===== src/rtl/lia_pkg.sv =====
package lia_pkg;

    localparam int NUM_SRC  = 22;
    localparam int NUM_LVL  = 7;
    localparam int LVL_W    = 3;
    localparam int ID_W     = 8;
    localparam int MSG_BIT  = 7;
    localparam int BERR_BIT = 8;
    localparam int WDOG_BIT = 9;

    typedef enum logic [LVL_W-1:0] {
        SEL_STATE  = 3'd0,
        SEL_PEND   = 3'd1,
        SEL_ENABLE = 3'd2,
        SEL_CLEAR  = 3'd3,
        SEL_CTRL   = 3'd4
    } reg_sel_e;

    typedef struct packed {
        logic               valid;
        logic               err;
        logic [NUM_SRC-1:0] data;
    } rd_rsp_t;

    function automatic logic [NUM_SRC-1:0] zext_id(input logic [ID_W-1:0] id);
        logic [NUM_SRC-1:0] r;
        r = '0;
        r[ID_W-1:0] = id;
        return r;
    endfunction

endpackage


===== src/rtl/lia_src_capture.sv =====
module lia_src_capture #(
    parameter int N          = lia_pkg::NUM_SRC,
    parameter int STICKY_IDX = lia_pkg::BERR_BIT
) (
    input  logic         clk,
    input  logic         rst,
    input  logic [N-1:0] raw_n_i,
    input  logic         berr_pulse_i,
    input  logic         sticky_clr_i,
    output logic [N-1:0] state_o
);

    logic [N-1:0] raw_q;
    logic         sticky_n_q;

    always_ff @(posedge clk) begin
        if (rst) begin
            raw_q      <= '1;
            sticky_n_q <= 1'b1;
        end else begin
            raw_q <= raw_n_i;
            if (berr_pulse_i)
                sticky_n_q <= 1'b0;
            else if (sticky_clr_i)
                sticky_n_q <= 1'b1;
        end
    end

    always_comb begin
        state_o             = raw_q;
        state_o[STICKY_IDX] = raw_q[STICKY_IDX] & sticky_n_q;
    end

    // a bus-error pulse leaves the sticky condition active
    p_sticky_set_r7: assert property (@(posedge clk) disable iff (rst)
        berr_pulse_i |=> !state_o[STICKY_IDX]);

    // the sticky condition holds until a clear
    p_sticky_hold_r7: assert property (@(posedge clk) disable iff (rst)
        (!sticky_n_q && !sticky_clr_i) |=> !sticky_n_q);

endmodule


===== src/rtl/lia_iack_dec.sv =====
module lia_iack_dec #(
    parameter int N       = lia_pkg::NUM_SRC,
    parameter int NUM_LVL = lia_pkg::NUM_LVL,
    parameter int LVL_W   = lia_pkg::LVL_W
) (
    input  logic             clk,
    input  logic             rst,
    input  logic             iack_mode_i,
    input  logic             rd_en_i,
    input  logic [LVL_W-1:0] lvl_i,
    input  logic [N-1:0]     state_i,
    output logic             cyc_o,
    output logic             err_o
);

    localparam int NUM_CODES = 2 ** LVL_W;

    logic [NUM_CODES-1:0] lvl_act;

    assign lvl_act[0] = 1'b0;

    for (genvar g = 1; g < NUM_CODES; g++) begin : g_lvl
        if (g <= NUM_LVL) begin : g_real
            assign lvl_act[g] = ~state_i[g-1];
        end else begin : g_none
            assign lvl_act[g] = 1'b0;
        end
    end

    logic iack_rd;
    assign iack_rd = iack_mode_i & rd_en_i;
    assign cyc_o   = iack_rd &  lvl_act[lvl_i];
    assign err_o   = iack_rd & ~lvl_act[lvl_i];

    // level 0 never reaches the interrupter
    p_no_lvl0_r9: assert property (@(posedge clk) disable iff (rst)
        cyc_o |-> (lvl_i != '0));

endmodule


===== src/rtl/lia_irq_edge.sv =====
module lia_irq_edge #(
    parameter int N = lia_pkg::NUM_SRC
) (
    input  logic         clk,
    input  logic         rst,
    input  logic [N-1:0] pend_i,
    input  logic         kick_i,
    output logic         irq_o
);

    logic gap_q;
    logic irq_q;
    logic any_pend;

    assign any_pend = |pend_i;

    always_ff @(posedge clk) begin
        if (rst) begin
            gap_q <= 1'b0;
            irq_q <= 1'b0;
        end else begin
            gap_q <= kick_i;
            irq_q <= any_pend & ~gap_q;
        end
    end

    assign irq_o = irq_q;

    // every kick yields a low cycle on the request line
    p_gap_low_r5: assert property (@(posedge clk) disable iff (rst)
        kick_i |-> ##2 !irq_o);

    // nothing pending means the line falls
    p_quiet_r4: assert property (@(posedge clk) disable iff (rst)
        !any_pend |=> !irq_o);

endmodule


===== src/rtl/lvl_irq_agg.sv =====
module lvl_irq_agg #(
    parameter int N       = lia_pkg::NUM_SRC,
    parameter int LVL_W   = lia_pkg::LVL_W,
    parameter int ID_W    = lia_pkg::ID_W,
    parameter int NUM_LVL = lia_pkg::NUM_LVL
) (
    input  logic             clk,
    input  logic             rst,
    input  logic [N-1:0]     evt_n_i,
    input  logic             berr_pulse_i,
    input  logic             rd_en_i,
    input  logic             wr_en_i,
    input  logic [LVL_W-1:0] addr_i,
    input  logic [N-1:0]     wr_data_i,
    output logic             rd_valid_o,
    output logic [N-1:0]     rd_data_o,
    output logic             rd_err_o,
    output logic             iack_cyc_o,
    output logic [LVL_W-1:0] iack_lvl_o,
    input  logic [ID_W-1:0]  iack_id_i,
    output logic             host_irq_o
);
    import lia_pkg::*;

    localparam int STICKY_IDX = BERR_BIT;

    reg_sel_e     sel;
    logic [N-1:0] state_w;
    logic [N-1:0] pend_w;
    logic [N-1:0] en_q;
    logic         iack_mode_q;
    logic         sticky_clr;
    logic         iack_err;
    logic         kick;
    rd_rsp_t      rsp_q;
    logic [N-1:0] rd_mux;

    assign sel = reg_sel_e'(addr_i);

    lia_src_capture #(.N(N), .STICKY_IDX(STICKY_IDX)) u_cap (
        .clk          (clk),
        .rst          (rst),
        .raw_n_i      (evt_n_i),
        .berr_pulse_i (berr_pulse_i),
        .sticky_clr_i (sticky_clr),
        .state_o      (state_w)
    );

    lia_iack_dec #(.N(N), .NUM_LVL(NUM_LVL), .LVL_W(LVL_W)) u_iack (
        .clk         (clk),
        .rst         (rst),
        .iack_mode_i (iack_mode_q),
        .rd_en_i     (rd_en_i),
        .lvl_i       (addr_i),
        .state_i     (state_w),
        .cyc_o       (iack_cyc_o),
        .err_o       (iack_err)
    );

    assign pend_w     = ~state_w & en_q;
    assign iack_lvl_o = addr_i;
    assign sticky_clr = wr_en_i && (sel == SEL_CLEAR) && wr_data_i[STICKY_IDX];
    assign kick       = (wr_en_i && (sel == SEL_ENABLE)) || iack_cyc_o;

    lia_irq_edge #(.N(N)) u_edge (
        .clk    (clk),
        .rst    (rst),
        .pend_i (pend_w),
        .kick_i (kick),
        .irq_o  (host_irq_o)
    );

    always_ff @(posedge clk) begin
        if (rst) begin
            en_q        <= '0;
            iack_mode_q <= 1'b0;
        end else if (wr_en_i) begin
            if (sel == SEL_ENABLE) en_q        <= wr_data_i;
            if (sel == SEL_CTRL)   iack_mode_q <= wr_data_i[0];
        end
    end

    always_comb begin
        rd_mux = '0;
        case (sel)
            SEL_STATE:  rd_mux = state_w;
            SEL_PEND:   rd_mux = pend_w;
            SEL_ENABLE: rd_mux = en_q;
            SEL_CTRL:   rd_mux[0] = iack_mode_q;
            default:    rd_mux = '0;
        endcase
    end

    always_ff @(posedge clk) begin
        if (rst) begin
            rsp_q <= '0;
        end else begin
            rsp_q.valid <= rd_en_i;
            rsp_q.err   <= rd_en_i & iack_err;
            if (!rd_en_i)
                rsp_q.data <= '0;
            else if (iack_mode_q)
                rsp_q.data <= iack_cyc_o ? zext_id(iack_id_i) : '0;
            else
                rsp_q.data <= rd_mux;
        end
    end

    assign rd_valid_o = rsp_q.valid;
    assign rd_err_o   = rsp_q.err;
    assign rd_data_o  = rsp_q.data;

    // reset leaves enables and acknowledge mode cleared, line low
    p_rst_clear_r1: assert property (@(posedge clk)
        rst |=> (en_q == '0 && !iack_mode_q && !host_irq_o));

    // every read is answered one clock later
    p_rd_valid_r11: assert property (@(posedge clk) disable iff (rst)
        rd_en_i |=> rd_valid_o);

    // an acknowledge strobe is answered without error
    p_iack_ok_r8: assert property (@(posedge clk) disable iff (rst)
        iack_cyc_o |=> (rd_valid_o && !rd_err_o));

    // an acknowledge read without a strobe answers with error
    p_iack_bad_r9: assert property (@(posedge clk) disable iff (rst)
        (rd_en_i && iack_mode_q && !iack_cyc_o) |=> (rd_err_o && rd_data_o == '0));

    // with everything masked the request line stays low
    p_masked_r3: assert property (@(posedge clk) disable iff (rst)
        (en_q == '0) |=> !host_irq_o);

endmodule


===== config.mk =====
export PLATFORM = sky130hd
export DESIGN_NAME = lvl_irq_agg
export DESIGN_NICKNAME = d
export VERILOG_FILES = /design/src/rtl/lia_pkg.sv /design/src/rtl/lia_src_capture.sv /design/src/rtl/lia_iack_dec.sv /design/src/rtl/lia_irq_edge.sv /design/src/rtl/lvl_irq_agg.sv
export SDC_FILE = /design/constraint.sdc
export NUM_CORES = 1
export LEC_CHECK = 0
export BUFFER_PORTS_ARGS = -buffer_cell sky130_fd_sc_hd__buf_2
export CORE_MARGIN = 1
export CORE_UTILIZATION = 47
export CTS_BUF_LIST = sky130_fd_sc_hd__clkbuf_8
export DETAILED_ROUTE_END_ITERATION = 10
export HOLD_SLACK_MARGIN = 0.02
export PLACE_DENSITY = 0.78
export SLEW_MARGIN = 20
export SYNTH_ARGS = -nofsm -noshare
export SYNTH_HDL_FRONTEND = slang
export SYNTH_SLANG_ARGS = --single-unit

===== constraint.sdc =====
create_clock -name clk -period 1.42 [get_ports clk]
set_input_delay 0.284 -clock clk [delete_from_list [all_inputs] [get_ports clk]]
set_output_delay 0.284 -clock clk [all_outputs]
set_load 0.02 [all_outputs]

# Yosys cells after proc, flatten, opt, wreduce, memory -nomap -nowiden
# Index checks and enable logic that the tools add are counted.
# W data, S select, Z words.
dict set report op_classes {
  n_lt_le_gt_ge 1
  eq_ne 4
  mux 8
  bitwise_logic 18
  n_reduce_logical 10
}
# cell n
set op_table {}
lappend op_table {{$pmux W21 S3} 1}
lappend op_table {{$and A22 B22 Y22} 1}
lappend op_table {{$mux W22} 1}
lappend op_table {{$not A22 Y22} 1}
lappend op_table {{$reduce_or A22 Y1} 1}
lappend op_table {{$not A1 Y1} 10}
lappend op_table {{$mux W8} 1}
lappend op_table {{$and A1 B1 Y1} 6}
lappend op_table {{$eq A3 B2 Y1 const B} 2}
lappend op_table {{$lt A3 B4 Y1 const B} 1}
lappend op_table {{$reduce_and A2 Y1} 2}
lappend op_table {{$bmux W1 S3} 1}
lappend op_table {{$eq A3 B1 Y1 const B} 1}
lappend op_table {{$eq A3 B3 Y1 const B} 1}
lappend op_table {{$logic_and A1 B1 Y1} 3}
lappend op_table {{$logic_not A3 Y1} 1}
lappend op_table {{$mux W1} 3}
lappend op_table {{$pmux W1 S3} 1}
lappend op_table {{$reduce_bool A2 Y1} 1}
lappend op_table {{$reduce_or A2 Y1} 1}
lappend op_table {{$logic_or A1 B1 Y1} 1}
dict set report word_totals {
  ff_bits 72
  in_bits 60
  elab_cells 50
}

# Longest topological paths before layout
# Gate-level depths: netlist of the first run.
dict set report depth {
  word_depth 6
  ltp_mapped 7
  ltp_nobuf 4
}

# Hierarchy
# Synthesis of the first run repeated with hierarchy kept, for this count alone.
dict set report hier_totals {
  hier_cells 346
  area_unflattened_um2 3070.4
}
# module instances cells_per_inst area_each_um2 seq_area_each_um2
set by_module_without_submodules {}
lappend by_module_without_submodules {lvl_irq_agg 1 253 2110.8 940.9}
lappend by_module_without_submodules {lia_src_capture 1 71 783.3 460.4}
lappend by_module_without_submodules {lia_irq_edge 1 11 98.8 40.0}
lappend by_module_without_submodules {lia_iack_dec 1 11 77.6 0.0}

# Worst setup path after synthesis of the first run
# Ideal clock, no wire load.
dict set report synth_path {
  path_type {input-to-output}
  startpoint {in addr_i[1]}
  endpoint {out iack_cyc_o}
  t_arrival_ps 1391
  slack_ps -255
  cell_stages 6
  path_buffers 2
  path_cell_list {buf_2 -> mux2i_1 -> a21oi_1 -> o211a_1 -> buf_2 -> nor2_1}
}
dict set report synth_via {
  elab_chain_len 3
}
# element line
set synth_lines {}
lappend synth_lines {{start, declared} lvl_irq_agg.sv:13} ;# input logic [LVL_W-1:0] addr_i,
lappend synth_lines {{$bmux W1 S3} lia_iack_dec.sv:32} ;# assign cyc_o = iack_rd & lvl_act[lvl_i];
lappend synth_lines {{$mux W1 (not written as such)} lia_iack_dec.sv:32}
lappend synth_lines {{$and A1 B1 Y1} lia_iack_dec.sv:32}
lappend synth_lines {{end, declared} lvl_irq_agg.sv:18} ;# output logic iack_cyc_o,
# Every way passes these cells. The select of a mux whose other input is x is not followed.

# Final worst setup path of the first run
dict set report layout_path {
  startpoint {reg u_cap.raw_q[1]}
  endpoint {out iack_cyc_o}
}
dict set report layout_via {
  elab_chain_len 4
}
# element line
set layout_lines {}
lappend layout_lines {{start, declared} lia_src_capture.sv:13} ;# logic [N-1:0] raw_q;
lappend layout_lines {{start signal, assigned} lia_src_capture.sv:21} ;# raw_q <= raw_n_i;
lappend layout_lines {{$not A1 Y1} lia_iack_dec.sv:24} ;# assign lvl_act[g] = ~state_i[g-1];
lappend layout_lines {{$bmux W1 S3} lia_iack_dec.sv:32}
lappend layout_lines {{$mux W1 (not written as such)} lia_iack_dec.sv:32}
lappend layout_lines {{$and A1 B1 Y1} lia_iack_dec.sv:32}
# Every way passes these cells. The select of a mux whose other input is x is not followed.

==> results_dict.tcl, run 1 <==
set metrics [dict create \
    status "complete, but fails checks" \
    dr_wl_met3_um 331 \
    grt_setup_unrepaired "true" \
    cts_tree "done" \
    critPathLaunchType "flip-flop" \
    nNetsFinal 476 \
    slowest_delay_ns 0.35 \
    m1WireLength_mm 3.098 \
    tightest_slew_ns 0.3088 \
    yosysTopAreaCell "dfxtp_1" \
    period_share 1.152 \
    violations "setup timing" \
    p_leak_nw 1.496 \
    post_cts_buffers 0 \
    cts_made_buffers 9 \
    drt-total-wl_mm 6.717 \
    top_layer "met4" \
    ioPinCount 89 \
    ys_ff_latch 72 \
    timing.critical_path.cells "nor3b_2 > a21oi_1 > o211a_1 > nor2_4 > buf_6" \
    initial_utilization 0.4958 \
    crit_type "flip-flop to output pin" \
    drive_gt1_frac 0.3595 \
    hold_class "input pin to flip-flop" \
    grt_max_degree 37 \
    final_common_cell "buf_2" \
    met2WireLength_mm 3.197 \
    core_area_um2 5608 \
    ys_warn_count 0 \
    final_hold_viol_count 0 \
    cp.required_ns 1.14 \
    cp_slowest_cell "dfxtp_2" \
    area_growth_syn_to_layout_pct 30.24 \
    relSlewSlack 0.7937 \
    grt-ovfl-total 0 \
    n_antenna_cell 0 \
    cp_num_buf_inv 1 \
    clock_path_buffers 2 \
    fmax_mhz 611.0 \
    portBuffers 88 \
    crit_cells 5 \
    die_width_um 78.91 \
    drtAntennaViolNets 0 \
    syn_nets 383 \
    die_area_um2 6227 \
    syn_area_per_cell_um2 8.607 \
    dr.pass1.iters 4 \
    endpoint "iack_cyc_o" \
    reg2reg_setup_slack_ns 0.11 \
    crit_path_end_kind "output pin" \
    period_needed_ns 1.637 \
    reg2reg_depth 4 \
    cap_violations 0 \
    antenna_found_initial 0 \
    grt_pass1_vias 2359 \
    place.gp.congestion 0.8461 \
    syn_area_um2 2780 \
    setup_viol 1 \
    routed_via_density 5.071 \
    syn_inst 323 \
    cts.sinks 72 \
    grt_usage 0.2274 \
    root_buffer "clkbuf_8" \
    placed_cell_area_um2 3378 \
    path_max_fanout 4 \
    synth_cell_type_count 32 \
    grt_pass1_wl_mm 10.74 \
    r2r-start "u_cap.raw_q[4]" \
    seq_area_frac_synth 0.5185 \
    drt-initial-drc-count 139 \
    r2r-end "u_edge.irq_o" \
    slew_viol_final 0 \
    holdWs_ns 0.1130 \
    wl_per_cell_um 13.65 \
    skew_ns 0.008308 \
    synth_area_leaders "dfxtp_1 52%, nand2_1 7.4%, a22oi_1 5.9%" \
    startpoint "u_cap.raw_q[1]" \
    netlist.area_leader.share 0.5185 \
    vias 2495 \
    final_area_um2 3621 \
    hpwlAfterDp_mm 4.747 \
    rows 27 \
    htreeDepth 3 \
    die_y_um 78.91 \
    layout_common_cells "87 x buf_2, 70 x dfxtp_1, 55 x nand2_1" \
    drc 0 \
    cts.clk_slew.worst_paths_ns 0.08 \
    worst_slack_ns -0.2165 \
    power.density_nw_per_um2 1201 \
    path_delay_family "flip-flops" \
    ir_drop_mv 0.5803 \
    cp.arrival_ns 1.35 \
    clock_latency_ns 0.34 \
]
flip-flops by register name, indices dropped and copies added, names as in the netlist:
signal,cells
u_edge.irq_o,1
iack_mode_q,1
rd_valid_o,1
rd_err_o,1
u_cap.sticky_n_q,1
en_q,22
u_edge.gap_q,1
u_cap.raw_q,22
rd_data_o,22
routing by layer:
metal	track usage	vias up
li1	-	1272
met5	0	-
met2	0.3722	79
met1	0.2849	1136
met4	0.09273	0
met3	0.05862	8
report_power, final:
part,total [mW],switching (mW),internal (mW)
Sequential,2.12,0.0434,2.08
Combinational,0.402,0.204,0.198
Clock,1.82,0.743,1.08
Total,4.35,0.990,3.36
final cells by class:
| class | count | area [um^2] |
|---|---|---|
| Clock buffer | 11 | 151.4 |
| Tap cell | 72 | 90.09 |
| Inverter | 21 | 78.83 |
| Multi-Input combinational cell | 206 | 1149 |
| Timing Repair Buffer | 106 | 631.9 |
| Fill cell | 484 | 1987 |
| Sequential cell | 72 | 1444 |
| Clock inverter | 4 | 76.32 |
what timing repair did:
| item | in CTS | in global routing |
|---|---|---|
| gates resized for setup | 5 | 1 |
| endpoints found under the setup margin | 2 | 2 |
| hold buffers | 0 | 0 |
| pin swaps | 3 | 0 |
synth_stat cells:
library cell,instances
nor3b_2,1
nand2b_1,1
a211oi_1,1
and2_1,2
buf_6,3
nand2b_4,1
inv_1,21
dfxtp_1,72
a21oi_1,24
or3b_1,1
a2111oi_0,1
a22oi_1,22
and3_1,1
nor2_1,18
o211a_1,1
and4b_1,1
nor2b_1,2
a311oi_1,1
clkbuf_1,13
o21ai_0,22
nand3b_1,1
o22ai_2,1
nor3b_1,1
buf_2,5
or2_2,22
nand2_1,55
mux2i_1,4
nor4_1,2
nand3_1,1
o22ai_1,18
buf_4,3
o21bai_1,1
logic make-up (layout without fill, tap and decap cells):
family          count (synthesis)  in the layout  share of synthesized area
simple gates                  110            110                     0.1895
compound gates                 92             92                     0.2025
buf+inv                        45            142                    0.07516
mux                             4              4                    0.01440
flops                          72             72                     0.5185
worst min path at each step:
stage                            end  slack (ns)          from  depth (start not counted)
floorplan                 rd_valid_o        0.37           rst                          1
global placement        u_edge.irq_o        0.38  u_edge.gap_q                          1
detailed placement      u_edge.irq_o        0.39  u_edge.gap_q                          1
CTS                  u_cap.raw_q[13]        0.11   evt_n_i[13]                          2
global route        u_cap.sticky_n_q        0.09  berr_pulse_i                          2
finish               u_cap.raw_q[13]        0.11   evt_n_i[13]                          2
metrics by stage:
step | util | power (mW) | std cells | TNS, ns | worst slack [ns]
final | 0.6457 | 4.350 | 492 | -0.2165 | -0.2165
after global routing | 0.6457 | 4.498 | 492 | -0.2963 | -0.2963
after CTS | 0.6448 | 4.363 | 492 | -0.2312 | -0.2312
after detailed placement | 0.6024 | 2.565 | 477 | -0.7277 | -0.1882
after global placement | 0.6024 | 2.555 | 477 | -0.1543 | -0.1346
after floorplan | - | 2.390 | 323 | -0.005838 | -0.005838
worst reg2reg max path: stages, from the launching register on:
cell       delay, ns
dfxtp_1         0.43
o22ai_1         0.13
a2111oi_2       0.38
buf_4           0.17
a311oi_1        0.08
(Power assumes the default switching activity.)
==> run 2: changes to the inputs <==
- BUFFER_PORTS_ARGS: -buffer_cell sky130_fd_sc_hd__buf_2 -> -buffer_cell sky130_fd_sc_hd__buf_4
==> run 2 against run 1 <==
Against the previous run:
- the flow still finishes with violations (setup timing)
- clock power is 4% lower
- total power is 0.38% lower
- design area is 5.5% higher
- largest cell class unchanged
- global-route usage hardly changed
- critical endpoint unchanged
- first-iteration DRC count is 29% higher
- flip-flop and latch count stayed put
- highest routed layer unchanged
==> results_dict.tcl, run 2 (synthesis gave the netlist of run 1 again) <==
set metrics [dict create \
    holdPathStages 2 \
    drt-initial-drc-count 180 \
    tightest_slew_ns 0.4275 \
    grt_setup_unrepaired "true" \
    worst_slack_ns -0.2013 \
    min_to "u_cap.raw_q[8]" \
    portBuffers 88 \
    ir_drop_mv 0.8210 \
    cts_made_buffers 9 \
    grt-ovfl-total 0 \
    clock_latency_ns 0.33 \
    setup_viol 1 \
    slowest_delay_ns 0.33 \
    hpwlAfterDp_mm 4.767 \
    place.gp.congestion 0.8247 \
    period_share 1.142 \
    grt_pass1_wl_mm 10.92 \
    core_area_um2 5608 \
    p_leak_nw 1.536 \
    cap_violations 0 \
    antenna_found_initial 0 \
    die_area_um2 6227 \
    cts.sinks 72 \
    power_mw 4.334 \
    reg2reg_setup_slack_ns 0.09 \
    setup_tns_ns -0.2013 \
    cts.hold.buffers_added 0 \
    final_area_um2 3821 \
    wl_per_cell_um 13.80 \
    place_ws_ns -0.1053 \
    die_width_um 78.91 \
    skew_ns 0.004137 \
    instances_no_fill 492 \
    p_sw_uw 972.6 \
    placed_cell_area_um2 3576 \
    r2r-end "u_edge.irq_o" \
    vias 2602 \
    layout_common_cells "100 x buf_4, 69 x dfxtp_1, 55 x nand2_1" \
    dr.pass1.iters 4 \
    root_buffer "clkbuf_8" \
    cts_tree "done" \
    n_antenna_cell 0 \
    internal_power_mw 3.361 \
    area_growth_syn_to_layout_pct 37.44 \
    final_hold_viol_count 0 \
    drc 0 \
    pwr-share-seq 0.490 \
    hold_class "input pin to flip-flop" \
    p_clk_frac 0.404 \
    die_y_um 78.91 \
    sw_frac_of_total 0.2244 \
    clock_path_buffers 2 \
    critPathLaunchType "flip-flop" \
    drive_gt1_frac 0.3619 \
    path_delay_family "flip-flops" \
    cp.arrival_ns 1.34 \
    crit_type "flip-flop to output pin" \
    rows 27 \
    cp.required_ns 1.14 \
    cp_num_buf_inv 1 \
    cts.clk_slew.worst_paths_ns 0.07 \
    crit_cells 5 \
    final_common_cell "buf_4" \
    power.density_nw_per_um2 1134 \
    grt_usage 0.2271 \
    timing.critical_path.cells "mux2i_1 > a21oi_1 > o211a_1 > nor2_4 > buf_6" \
    r2r-start "u_cap.raw_q[4]" \
    nNetsFinal 475 \
    p_comb_frac 0.106 \
    period_needed_ns 1.621 \
    grt_max_degree 49 \
    finalCoreUtilization 0.6814 \
    crit_path_end_kind "output pin" \
    slew_viol_final 0 \
    min_from "evt_n_i[8]" \
    path_max_fanout 2 \
    fmax_mhz 616.8 \
    ioPinCount 89 \
    dp_cells 474 \
    status "complete, but fails checks" \
    holdWs_ns 0.1317 \
    routed_via_density 5.289 \
    htreeDepth 3 \
    drt-total-wl_mm 6.788 \
    initial_utilization 0.4958 \
    violations "setup timing" \
    drtAntennaViolNets 0 \
    grt_pass1_vias 2370 \
    cp_slowest_cell "dfxtp_2" \
    relSlewSlack 0.7076 \
    reg2reg_depth 4 \
]
-- run 2: cell count changes in the layout (fill, tap and decap cells not counted), sizes merged --
cell and change:
inv -1, clkbuf -1, buf -1, clkinv +3
-- run 2: worst max path at each step --
stage                               from         end  slack [ns]
final                     u_cap.raw_q[2]  iack_cyc_o       -0.20
after global routing      u_cap.raw_q[2]  iack_cyc_o       -0.26
after CTS                 u_cap.raw_q[2]  iack_cyc_o       -0.22
after detailed placement       addr_i[1]  iack_cyc_o       -0.11
after global placement         addr_i[1]  iack_cyc_o       -0.06
after floorplan                addr_i[1]  iack_cyc_o      -0.006
-- run 2: per-layer routing --
layer / global-route usage / routed length [um] / vias to the layer above
li1: - / - / 1273
met1: 0.3002 / 2971 / 1204
met2: 0.3696 / 3257 / 118
met3: 0.03793 / 457 / 7
met4: 0.08909 / 101 / 0
met5: 0 / 0 / -
-- run 2: timing repair --
action	CTS	global route
endpoints found under the hold margin	0	0
gates cloned	0	0
setup endpoints to repair	1	6
pin swaps	3	0
gates resized for setup	4	1
setup buffers	2	0
-- run 2: power groups by stage --
stage          combinational (mW)  sequential [mW]  clock (mW)
6_report                    0.459             2.12        1.75
5_1_grt                     0.497             2.13        1.88
4_1_cts                     0.458             2.12        1.77
3_5_place_dp                0.450             2.17           0
3_3_place_gp                0.441             2.17           0
2_1_floorplan               0.218             2.17           0
-- run 2: area by class of cell --
cell class,instances,area [um^2]
clock buffers,10,137.6
clock inverters,6,82.58
fillers,474,1787
inverters,21,78.83
multi-input cells,206,1145
flip-flops and latches,72,1445
well taps,72,90.09
repair buffers,105,842.1
==> run 3: changes to the inputs <==
- RECOVER_POWER: default -> 50
- SLEW_MARGIN: 20 -> 0
==> run 3 against run 2 <==
Against the previous run:
- via count fell by 0.46%
- maximum frequency down 0.19%
- sequential power hardly changed
- core utilization shrank 1.3 points
- largest cell class unchanged
- worst hold slack improved by 0.00068 ns
- register-to-register slack worse by 0.02 ns
- total power is 0.39% lower
- final cell count did not move
- the run still ends with setup timing left
==> results_dict.tcl, run 3 (synthesis gave the netlist of run 1 again) <==
set metrics [dict create \
    clock_path_buffers 2 \
    slowest_delay_ns 0.43 \
    cap_violations 0 \
    cts_tree "done" \
    final_area_um2 3746 \
    placed_cell_area_um2 3576 \
    dr.pass1.iters 5 \
    cts.clk_slew.worst_paths_ns 0.07 \
    cp_num_buf_inv 1 \
    grt_max_degree 49 \
    place.gp.congestion 0.8247 \
    grt-ovfl-total 0 \
    die_y_um 78.91 \
    nNetsFinal 475 \
    path_max_fanout 4 \
    cp.required_ns 1.14 \
    die_area_um2 6227 \
    n_antenna_cell 0 \
    tightest_slew_ns 0.8670 \
    critPathLaunchType "flip-flop" \
    period_needed_ns 1.624 \
    power.density_nw_per_um2 1152 \
    drtAntennaViolNets 0 \
    slew_viol_final 0 \
    antenna_found_initial 0 \
    instances_no_fill 492 \
    fill_cells 486 \
    vias 2590 \
    hold_class "input pin to flip-flop" \
    multiInputGateArea_um2 1145 \
    reg2reg_depth 4 \
    final_common_cell "buf_4" \
    ioPinCount 89 \
    cp.arrival_ns 1.34 \
    dp_cells 474 \
    worst_slack_ns -0.2043 \
    initial_utilization 0.4958 \
    rows 27 \
    status "complete, but fails checks" \
    grt_usage 0.2271 \
    period_share 1.144 \
    setup_tns_ns -0.2043 \
    core_area_um2 5608 \
    cts.sinks 72 \
    clock_latency_ns 0.33 \
    drive_gt1_frac 0.3333 \
    crit_path_end_kind "output pin" \
    holdPathStages 2 \
    timing.critical_path.cells "mux2i_1 > nand3b_1 > o211a_1 > nor2_4 > buf_6" \
    p_leak_nw 1.475 \
    hpwlAfterDp_mm 4.767 \
    drt-total-wl_mm 6.811 \
    path_delay_family "flip-flops" \
    portBuffers 88 \
    htreeDepth 3 \
    cp_slowest_cell "dfxtp_1" \
    root_buffer "clkbuf_8" \
    relSlewSlack 0.4220 \
    grt_pass1_vias 2370 \
    routed_via_density 5.264 \
    violations "setup timing" \
    cts.hold.buffers_added 0 \
    cts_made_buffers 9 \
    crit_cells 5 \
    wl_per_cell_um 13.84 \
    drc 0 \
    setup_viol 1 \
    ir_drop_mv 0.8191 \
    layout_common_cells "88 x buf_4, 69 x dfxtp_1, 55 x nand2_1" \
    final_hold_viol_count 0 \
    area_growth_syn_to_layout_pct 34.74 \
    grt_setup_unrepaired "true" \
    skew_ns 0.004151 \
    drt-initial-drc-count 207 \
    finalCoreUtilization 0.6680 \
    die_width_um 78.91 \
    grt_pass1_wl_mm 10.92 \
    crit_type "flip-flop to output pin" \
    regArea_um2 1445 \
    fmax_mhz 615.7 \
]
==> run 3: cell count changes in the layout (fill, tap and decap cells not counted) <==
cell / previous run / this run
buf_4: 100 / 88
buf_12: 4 / 2
clkbuf_1: 0 / 12
clkbuf_2: 0 / 2
==> run 3: power by group <==
part           leakage (nW)  internal (mW)  switching (mW)
sequential            0.588           2.08          0.0426
combinational         0.775          0.238           0.205
clock                 0.112           1.03           0.723
==> run 3: worst reg2reg max path: cells and delay by family, from the launching register on <==
family	cells	cell delay [ns]
AO/OA/AOI/OAI	3	0.58
buffers and inverters	1	0.19
flip-flops	1	0.43
==> run 3: what timing repair did <==
item,4_1_cts,5_1_grt
buffers inserted,2,0
setup endpoints to repair,1,6
resized for setup,4,1
pin swaps,3,0
==> run 3: path summary, 6_finish.rpt <==
kind	from	endpoint	slack (ns)
setup reg to reg	u_cap.raw_q[5]	u_edge.irq_o	0.07
hold / removal	evt_n_i[8]	u_cap.raw_q[8]	0.13
hold reg to reg	u_edge.gap_q	u_edge.irq_o	0.40
setup / recovery	u_cap.raw_q[5]	iack_cyc_o	-0.20
==> run 3: per-layer routing <==
metal,vias to the layer above,part of all wire,track usage
met4,0,0.016,0.08909
li1,1272,-,-
met1,1187,0.43,0.3002
met5,-,0,0
met3,9,0.075,0.03793
met2,122,0.48,0.3696
==> run 3: stage by stage <==
| stage | total power, mW | setup WS, ns | hold slack, ns |
|---|---|---|---|
| final | 4.316 | -0.2043 | 0.1323 |
| after global routing | 4.490 | -0.2562 | 0.1204 |
| after CTS | 4.349 | -0.2156 | 0.1255 |
| after detailed placement | 2.619 | -0.1053 | 0.3962 |
| after global placement | 2.609 | -0.05865 | 0.3825 |
| after floorplan | 2.390 | -0.005838 | 0.3673 |
==> run 3: layout make-up <==
type,instances,share of cell area
sequential,72,0.3858
multi-input combinational,206,0.3056
timing repair buffer,105,0.2047
clock buffer,10,0.03674
tap,72,0.02405
clock inverter,6,0.02204
inverter,21,0.02104
